**config.mk**
```make
export PLATFORM = sky130hd
export DESIGN_NAME = switch_box
export DESIGN_NICKNAME = d
export VERILOG_FILES = /design/src/rtl/sb_pkg.sv /design/src/rtl/sb_cfg_chain.sv /design/src/rtl/sb_track_xbar.sv /design/src/rtl/switch_box.sv
export SDC_FILE = /design/constraint.sdc
export NUM_CORES = 1
export LEC_CHECK = 0
export BUFFER_PORTS_ARGS = -buffer_cell sky130_fd_sc_hd__clkbuf_2
export CAP_MARGIN = 20
export CORE_MARGIN = 3
export CORE_UTILIZATION = 36
export DETAILED_ROUTE_END_ITERATION = 8
export GPL_ROUTABILITY_DRIVEN = 0
export PLACE_DENSITY_LB_ADDON = 0.12
export SYNTH_ARGS = -nofsm -noshare
export SYNTH_HDL_FRONTEND = slang
export SYNTH_HIERARCHICAL = 1
export SYNTH_SLANG_ARGS = --single-unit
```
**constraint.sdc**
```tcl
create_clock -name clk -period 4.65 [get_ports clk]
set_input_delay 1.1625 -clock clk [delete_from_list [all_inputs] [get_ports clk]]
set_output_delay 1.1625 -clock clk [all_outputs]
set_load 0.02 [all_outputs]
```
**src/rtl/sb_pkg.sv**
```systemverilog
package sb_pkg;
  localparam int SIDES          = 4;
  localparam int MASK_W         = SIDES - 1;
  localparam int BITS_PER_TRACK = SIDES * MASK_W;

  // Side codes: 0 north, 1 east, 2 south, 3 west.
  // Mask bit j of output side s selects the input of side (s+1+j) mod 4.
  function automatic int src_of(input int side, input int j);
    return (side + 1 + j) % SIDES;
  endfunction
endpackage

```
**src/rtl/sb_cfg_chain.sv**
```systemverilog
module sb_cfg_chain #(
  parameter int DEPTH = 48
) (
  input  logic             clk,
  input  logic             rst_n,
  input  logic             shift_en,
  input  logic             ser_in,
  output logic             ser_out,
  output logic [DEPTH-1:0] cfg
);
  logic [DEPTH-1:0] cfg_q;
  logic [DEPTH-1:0] cfg_shift;

  // next state: new bit enters at the top, oldest bit leaves at index 0
  always_comb begin
    cfg_shift = {ser_in, cfg_q[DEPTH-1:1]};
  end

  always_ff @(posedge clk or negedge rst_n) begin
    if (!rst_n) begin
      cfg_q <= '0;
    end else if (shift_en) begin
      cfg_q <= cfg_shift;
    end
  end

  assign cfg     = cfg_q;
  assign ser_out = cfg_q[0];

  // contents frozen without shift enable
  p_hold_r2: assert property (@(posedge clk) disable iff (!rst_n)
    !shift_en |=> $stable(cfg_q));

  // serial input captured at the top index
  p_capture_r3: assert property (@(posedge clk) disable iff (!rst_n)
    shift_en |=> cfg_q[DEPTH-1] == $past(ser_in));
endmodule

```
**src/rtl/sb_track_xbar.sv**
```systemverilog
module sb_track_xbar
  import sb_pkg::*;
(
  input  logic [SIDES-1:0]          tin,
  input  logic [BITS_PER_TRACK-1:0] mask,
  output logic [SIDES-1:0]          tout,
  output logic                      clash
);
  logic [SIDES-1:0] side_clash;

  for (genvar s = 0; s < SIDES; s++) begin : g_side
    localparam int SRC0 = src_of(s, 0);
    localparam int SRC1 = src_of(s, 1);
    localparam int SRC2 = src_of(s, 2);
    logic [MASK_W-1:0] en;
    logic [MASK_W-1:0] cand;

    assign en            = mask[s*MASK_W +: MASK_W];
    assign cand          = {tin[SRC2], tin[SRC1], tin[SRC0]};
    assign tout[s]       = |(en & cand);
    assign side_clash[s] = ($countones(en) > 1);
  end

  assign clash = |side_clash;
endmodule

```
**src/rtl/switch_box.sv**
```systemverilog
module switch_box
  import sb_pkg::*;
#(
  parameter int TRACKS = 4
) (
  input  logic              clk,
  input  logic              rst_n,
  input  logic              cfg_en,
  input  logic              cfg_in,
  output logic              cfg_out,
  input  logic [TRACKS-1:0] n_in,
  input  logic [TRACKS-1:0] e_in,
  input  logic [TRACKS-1:0] s_in,
  input  logic [TRACKS-1:0] w_in,
  output logic [TRACKS-1:0] n_out,
  output logic [TRACKS-1:0] e_out,
  output logic [TRACKS-1:0] s_out,
  output logic [TRACKS-1:0] w_out,
  output logic              conflict
);
  localparam int CFG_BITS = TRACKS * BITS_PER_TRACK;

  logic [CFG_BITS-1:0] cfg;
  logic [TRACKS-1:0]   track_clash;

  sb_cfg_chain #(.DEPTH(CFG_BITS)) u_chain (
    .clk      (clk),
    .rst_n    (rst_n),
    .shift_en (cfg_en),
    .ser_in   (cfg_in),
    .ser_out  (cfg_out),
    .cfg      (cfg)
  );

  for (genvar t = 0; t < TRACKS; t++) begin : g_track
    logic [SIDES-1:0] tin;
    logic [SIDES-1:0] tout;

    assign tin = {w_in[t], s_in[t], e_in[t], n_in[t]};

    sb_track_xbar u_xbar (
      .tin   (tin),
      .mask  (cfg[t*BITS_PER_TRACK +: BITS_PER_TRACK]),
      .tout  (tout),
      .clash (track_clash[t])
    );

    assign n_out[t] = tout[0];
    assign e_out[t] = tout[1];
    assign s_out[t] = tout[2];
    assign w_out[t] = tout[3];

    // a quiet track index stays quiet on every side
    p_isolate_r5: assert property (@(posedge clk) disable iff (!rst_n)
      (tin == '0) |-> ({w_out[t], s_out[t], e_out[t], n_out[t]} == '0));
  end

  assign conflict = |track_clash;

  // flag depends on configuration only, so it cannot move without a shift
  p_conflict_steady_r6: assert property (@(posedge clk) disable iff (!rst_n)
    !cfg_en |=> $stable(conflict));
endmodule

```
Word-level counts from Yosys, hierarchy flattened --
Cells that the tools add are included.
Storage, ports and cells: register bits 48
Cells by class: add/subtract/negate cells 32, magnitude comparators 16, bitwise operators 16, reductions and logical operators 17
Operators with widths (number):
- $add 32x1->32 | 16
- $gt 32x2->1 const B | 16
- $and 3x3->3 | 16
- $reduce_or 3->1 | 16
- $add 1x1->2 | 16
- $reduce_or 16->1 | 1

Logic depth before layout (Yosys ltp) --
Gate-level depths: netlist of run 1.
depth after elaboration 4, gate-level depth with buffers 5, mapped depth without buffers 4

Cells and area by module --
Netlist of run 1, hierarchy kept.
Modules (own cells, without submodules):
- sb_cfg_chain | instances 1, cells each 102, area each 1868.0 sq um, seq. area each 1201.2 sq um
- sb_track_xbar | instances 4, cells each 16, area each 131.4 sq um, seq. area each 0.0 sq um
- switch_box | instances 1, cells each 1, area each 7.5 sq um, seq. area each 0.0 sq um

Worst setup path after synthesis of run 1 --
No wires, ideal clock.
kind register -> output, start register u_chain.cfg_q[0], in the netlist u_chain/cfg[0], end output port conflict, arrival 1745 ps, data required time 3488 ps, slack 1742 ps, cell stages (with the launch flop) 6, cell sequence dfrtp_1 -> buf_4 -> ha_1 -> nor4_1 -> nand3_1 -> or4_1
On the way: word-level cells in the longest chain between the ends 4
Ends and longest elaborated chain:
- from (decl) | RTL line sb_cfg_chain.sv:11 | logic [DEPTH-1:0] cfg_q;
- from (signal assigned) | RTL line sb_cfg_chain.sv:23 | cfg_q <= cfg_shift;
- $add 1x1->2 (implied by the code) | RTL line sb_track_xbar.sv:21 | assign side_clash[s] = ($countones(en) > 1);
- $add 32x1->32 (implied by the code) | RTL line sb_track_xbar.sv:21
- $gt 32x2->1 | RTL line sb_track_xbar.sv:21
- $reduce_or 16->1 | RTL line switch_box.sv:58 | assign conflict = |track_clash;
- to (decl) | RTL line switch_box.sv:19 | output logic conflict
No other way between the ends.

Worst setup path in the final report of run 1 --
start register u_chain.cfg_q[12], in the netlist u_chain/cfg[12], end output port conflict
Same word-level chain as after synthesis.

==> results_dict.tcl, run 1 <==
set metrics [dict create \
    yosysSeqAreaShare_pct 50.0 \
    wirelength_um 4450 \
    min_path_type "flop to flop" \
    async_flop_share_pct 100 \
    ys_warn_count 6 \
    syn_area_mm2 0.00240 \
    status "finished, final reports clean" \
    worstSetupPathType "flop to output port" \
    grt_max_degree 49 \
    diodes 0 \
    cts.htree.levels 2 \
    synth_top_cell_by_area "dfrtp_1" \
    grt_overflow 0 \
    cellPowerDensity_mw_per_mm2 505 \
    synth_edf_count 0 \
    first_iter_violations 109 \
    relSlewSlack_pct 50.5 \
    cts_tree "done" \
    grt_usage_pct 12.5 \
    synth_ff_type "dfrtp_1" \
    syn_inst 167 \
    path_max_fanout 4 \
    largest_reg_flops 48 \
    fp.dieW_um 87.7 \
    finalSetupViolations 0 \
    yosysMostFrequentCell "dfrtp_1" \
    rsz0062_at_grt "no" \
    vdd_drop_max_uv 199 \
    antenna_left 0 \
    grt_pass1_wl_um 7580 \
    row_count 29 \
    hold_viol_final 0 \
    cts-root-buf "clkbuf_8" \
    cpLargestDelayFamily "simple AND/OR/NAND/NOR gates" \
    fillers 590 \
    finalCritPeriodShare_pct 69.1 \
    synth_top_area_share_pct 50.0 \
    slew_viol_final 0 \
    cts_buffer_depth 2 \
    path_buf_inv 1 \
    fmax_mhz 311 \
    area_growth_pct 14.9 \
    dieHeight_um 87.7 \
    setup_tns_ps 0 \
    grt_pass1_vias 1588 \
    first_pass_iters 4 \
    cts_hold_buf 0 \
    finalClockSkew_ps 9.85 \
    netlist_top_cells_area "dfrtp_1 (50%), mux2_2 (13%), mux2_4 (13%)" \
    core_mm2 0.00642 \
    numPortBuffers 37 \
    crit_chain "ha_1, nor4_1, nand3_1, or4_1, clkbuf_2" \
    cp_slowest_cell "or4_1" \
    ys_ff_latch 48 \
    crit_required_ps 3490 \
    syn-num-nets 203 \
    start_util_pct 37.4 \
    worst_pin_slew_ps 743 \
    hpwl_um 3150 \
    slowest_delay_ps 520 \
    synthTopCellsByCount "dfrtp_1 (48), mux2_2 (28), mux2_4 (20)" \
    wire_per_inst_um 15.6 \
    cts_resized 0 \
    dieArea_mm2 0.00769 \
    drive_gt1_share_pct 45.7 \
    routed-via-count 1537 \
    maxCapViolCount 0 \
    cts.clk_slew.worst_paths_ps 90 \
    io_pins 38 \
    cp-start-kind "flop" \
    cellLeakagePower_nw 1.49 \
    nNetsFinal 243 \
    cts-buffers-inserted 5 \
    synth.avg_cell_area_um2 14.4 \
    post-cts-setup-buffers 0 \
    cp.arrival_ps 2050 \
    cts.sinks 48 \
    clk_latency_ps 300 \
    end_kind "output port" \
    drc 0 \
    antenna_found_initial 0 \
    min_period_ps 3210 \
    ys_types 13 \
    vias_per_cell 5.39 \
    fin_hold_ws_ps 568 \
]
[routing by layer]
layer	vias up	global-route usage, %	wire length, µm
met2	50	19.9	2000
met1	759	17.0	2170
met4	0	3.35	23
met3	2	3.29	254
li1	726	-	-
met5	-	0	0
[cell usage in the layout (no fill, tap or decap)]
| master | synthesis | final |
|---|---|---|
| clkinvlp_4 | 0 | 1 |
| nor4_1 | 4 | 4 |
| or4_1 | 1 | 1 |
| mux2_2 | 28 | 28 |
| buf_4 | 1 | 2 |
| nand3_1 | 4 | 4 |
| mux2_4 | 20 | 20 |
| bufinv_16 | 0 | 1 |
| clkbuf_2 | 0 | 37 |
| clkbuf_8 | 0 | 5 |
| a222oi_1 | 16 | 16 |
| inv_1 | 16 | 16 |
| clkinv_2 | 0 | 1 |
| dfrtp_1 | 48 | 48 |
| a22oi_1 | 8 | 8 |
| ha_1 | 16 | 16 |
[power breakdown]
| group | internal [mW] | total (mW) | leakage [nW] | switching (mW) |
|---|---|---|---|---|
| registers | 0.526 | 0.653 | 0.621 | 0.127 |
| logic | 0.251 | 0.439 | 0.817 | 0.188 |
| clock network | 0.159 | 0.299 | 0.0541 | 0.140 |
[final timing paths]
path	start	endpoint	slack, ps	cells past startpoint
worst max-delay path	u_chain/cfg[12]$_DFFE_PN0P_	conflict	1440	5
worst min-delay path	u_chain/cfg[1]$_DFFE_PN0P_	u_chain/cfg[1]$_DFFE_PN0P_	570	1
worst max register to register	u_chain/cfg[32]$_DFFE_PN0P_	u_chain/cfg[32]$_DFFE_PN0P_	3830	1
worst min register to register	u_chain/cfg[1]$_DFFE_PN0P_	u_chain/cfg[1]$_DFFE_PN0P_	570	1
max in group asynchronous	rst_n	u_chain/cfg[6]$_DFFE_PN0P_	3270	2
min in group asynchronous	rst_n	u_chain/cfg[27]$_DFFE_PN0P_	950	2
[logic make-up (layout without fill, tap and decap cells)]
group | count (synthesis) | in the layout | synth area share, %
adder cells (fa/ha/maj) | 16 | 16 | 8.34
flip-flops | 48 | 48 | 50.0
AND/OR/NAND/NOR | 9 | 9 | 2.19
AO/OA/AOI/OAI | 24 | 24 | 9.17
buffers and inverters | 22 | 63 | 4.64
multiplexers | 48 | 48 | 25.6
[stage by stage]
stage	instance area, µm²	cells	util [%]	setup WS [ps]	total power, mW
2_1_floorplan	2400	167	-	1740	0.965
6_report	2760	285	42.9	1440	1.39
3_5_place_dp	2650	277	41.2	1660	1.11
5_1_grt	2760	285	42.9	1280	1.50
3_3_place_gp	2650	277	41.2	1680	1.09
4_1_cts	2760	285	42.9	1410	1.41
[final cells by class]
cell class                      instances  area, µm²  area share [%]
Inverter                               16       60.1            2.18
Clock buffer                            5       68.8            2.50
Tap cell                               77       96.3            3.49
Sequential cell                        48       1200            43.6
Clock inverter                          3       42.5            1.54
Multi-Input combinational cell         97       1090            39.5
Timing Repair Buffer                   39        200            7.26
No activity file was read; power rests on OpenSTA's default activity.
==> run 2: changes to the inputs <==
Clock period 4.65 ns to 3.2 ns, I/O delays scaled along.
==> run 2 against run 1 <==
  * Combinational power up 46%
  * Final area up 0.59%
  * Global-route usage is 0.27 points higher
  * Sequential power grew 45%
  * Sequential share of layout area decreased by 0.26 points
  * Final cell count stayed put
  * Worst setup slack worse by 1100 ps
  * Clock power rose by 48%
  * Critical path depth unchanged
  * Total power up 46%
  * Non-clock buffer count unchanged
==> results_dict.tcl, run 2 (same netlist as run 1, synthesis figures left out) <==
set metrics [dict create \
    cellLeakagePower_nw 1.50 \
    cts.sinks 48 \
    nNetsFinal 243 \
    cts_tree "done" \
    wire_per_inst_um 15.8 \
    min_path_type "input pin to asynchronous set/reset pin" \
    grt_overflow 0 \
    path_max_fanout 4 \
    dieArea_mm2 0.00769 \
    antenna_left 0 \
    first_iter_violations 79 \
    numPortBuffers 37 \
    finalClockSkew_ps 6.81 \
    worst_slack_ps 321 \
    fmax_mhz 347 \
    cts-buffers-inserted 5 \
    largest_reg_flops 48 \
    final_cell_mix "dfrtp_1 (48), clkbuf_2 (37), mux2_2 (28)" \
    hold_viol_final 0 \
    grt_pass1_wl_um 7820 \
    crit_required_ps 2400 \
    antenna_found_initial 0 \
    drc 0 \
    worst_pin_slew_ps 568 \
    start_util_pct 37.4 \
    slew_viol_final 0 \
    grt_pass1_vias 1626 \
    status "finished, final reports clean" \
    pre_cts_ws_ps 657 \
    fp.dieW_um 87.7 \
    vias_per_cell 5.46 \
    fin_hold_ws_ps 473 \
    end_kind "output port" \
    cp.arrival_ps 2080 \
    cp-start-kind "flop" \
    first_pass_iters 4 \
    cts_resized 0 \
    cts.clk_slew.worst_paths_ps 90 \
    finalSetupViolations 0 \
    worstSetupPathType "flop to output port" \
    maxCapViolCount 0 \
    core_mm2 0.00642 \
    dieHeight_um 87.7 \
    post-cts-setup-buffers 0 \
    row_count 29 \
    layout_commonest_cell "dfrtp_1" \
    grt_usage_pct 12.8 \
    setup_tns_ps 0 \
    cts-root-buf "clkbuf_8" \
    rsz0062_at_grt "no" \
    vdd_drop_max_uv 235 \
    min_period_ps 2880 \
    diodes 0 \
    area_growth_pct 15.5 \
    cellPowerDensity_mw_per_mm2 732 \
    cts_hold_buf 0 \
    hpwl_um 3360 \
    clk_latency_ps 300 \
    cts_buffer_depth 2 \
    routed-via-count 1555 \
    drive_gt1_share_pct 45.7 \
    cts.htree.levels 2 \
    relSlewSlack_pct 62.1 \
    io_pins 38 \
    finalCritPeriodShare_pct 90.0 \
    wirelength_um 4510 \
    grt_max_degree 30 \
    fillers 598 \
]
run 2: changes by cell type in the layout (fill, tap and decap cells not counted):
cell and change:
clkinv_2 -1, buf_12 +1, inv_6 +1, buf_4 -1
run 2: stage by stage:
| stage | cells | power, mW | utilization [%] | cell area [µm²] |
|---|---|---|---|---|
| floorplan | 167 | 1.40 | - | 2400 |
| global placement | 277 | 1.59 | 41.4 | 2660 |
| detailed placement | 277 | 1.61 | 41.4 | 2660 |
| CTS | 285 | 2.06 | 43.2 | 2770 |
| global route | 285 | 2.18 | 43.2 | 2770 |
| finish | 285 | 2.03 | 43.2 | 2770 |
run 2: routing by layer:
metal	up-vias	share of wire [%]	global-route usage, %
met3	4	6.1	3.48
met2	55	46	20.3
met5	-	0	0
met1	772	47	17.3
met4	0	0.97	3.35
li1	724	-	-
run 2: worst paths after layout:
path,from,endpoint,slack [ps],cells past startpoint
hold reg to reg,u_chain/cfg[32]$_DFFE_PN0P_,u_chain/cfg[31]$_DFFE_PN0P_,560,1
setup / recovery,u_chain/cfg[9]$_DFFE_PN0P_,conflict,320,5
min in group clk,u_chain/cfg[32]$_DFFE_PN0P_,u_chain/cfg[31]$_DFFE_PN0P_,560,1
hold / removal,rst_n,u_chain/cfg[26]$_DFFE_PN0P_,470,1
max in group asynchronous,rst_n,u_chain/cfg[39]$_DFFE_PN0P_,1980,2
setup reg to reg,u_chain/cfg[0]$_DFFE_PN0P_,u_chain/cfg[0]$_DFFE_PN0P_,2380,1
run 2: where the power goes:
group          internal [mW]  switching (mW)  total, mW  leakage (nW)
sequential             0.765           0.181      0.945         0.621
clock                  0.235           0.209      0.444        0.0548
combinational          0.368           0.274      0.642         0.822
total                   1.37           0.663       2.03          1.50
run 2: cell type report:
cell class | count | area, µm² | share of cell area (%)
flip-flops and latches | 48 | 1200 | 43.3
multi-input cells | 97 | 1090 | 39.2
well taps | 77 | 96.3 | 3.47
inverters | 16 | 60.1 | 2.17
clock buffers | 5 | 68.8 | 2.48
clock inverters | 3 | 46.3 | 1.67
repair buffers | 39 | 213 | 7.67
run 2: worst max-delay path: stages, from the launching register on:
cell      delay (ps)
dfrtp_1          420
ha_1             310
a22oi_1          230
nand3_1          130
or4_1            520
clkbuf_2         180
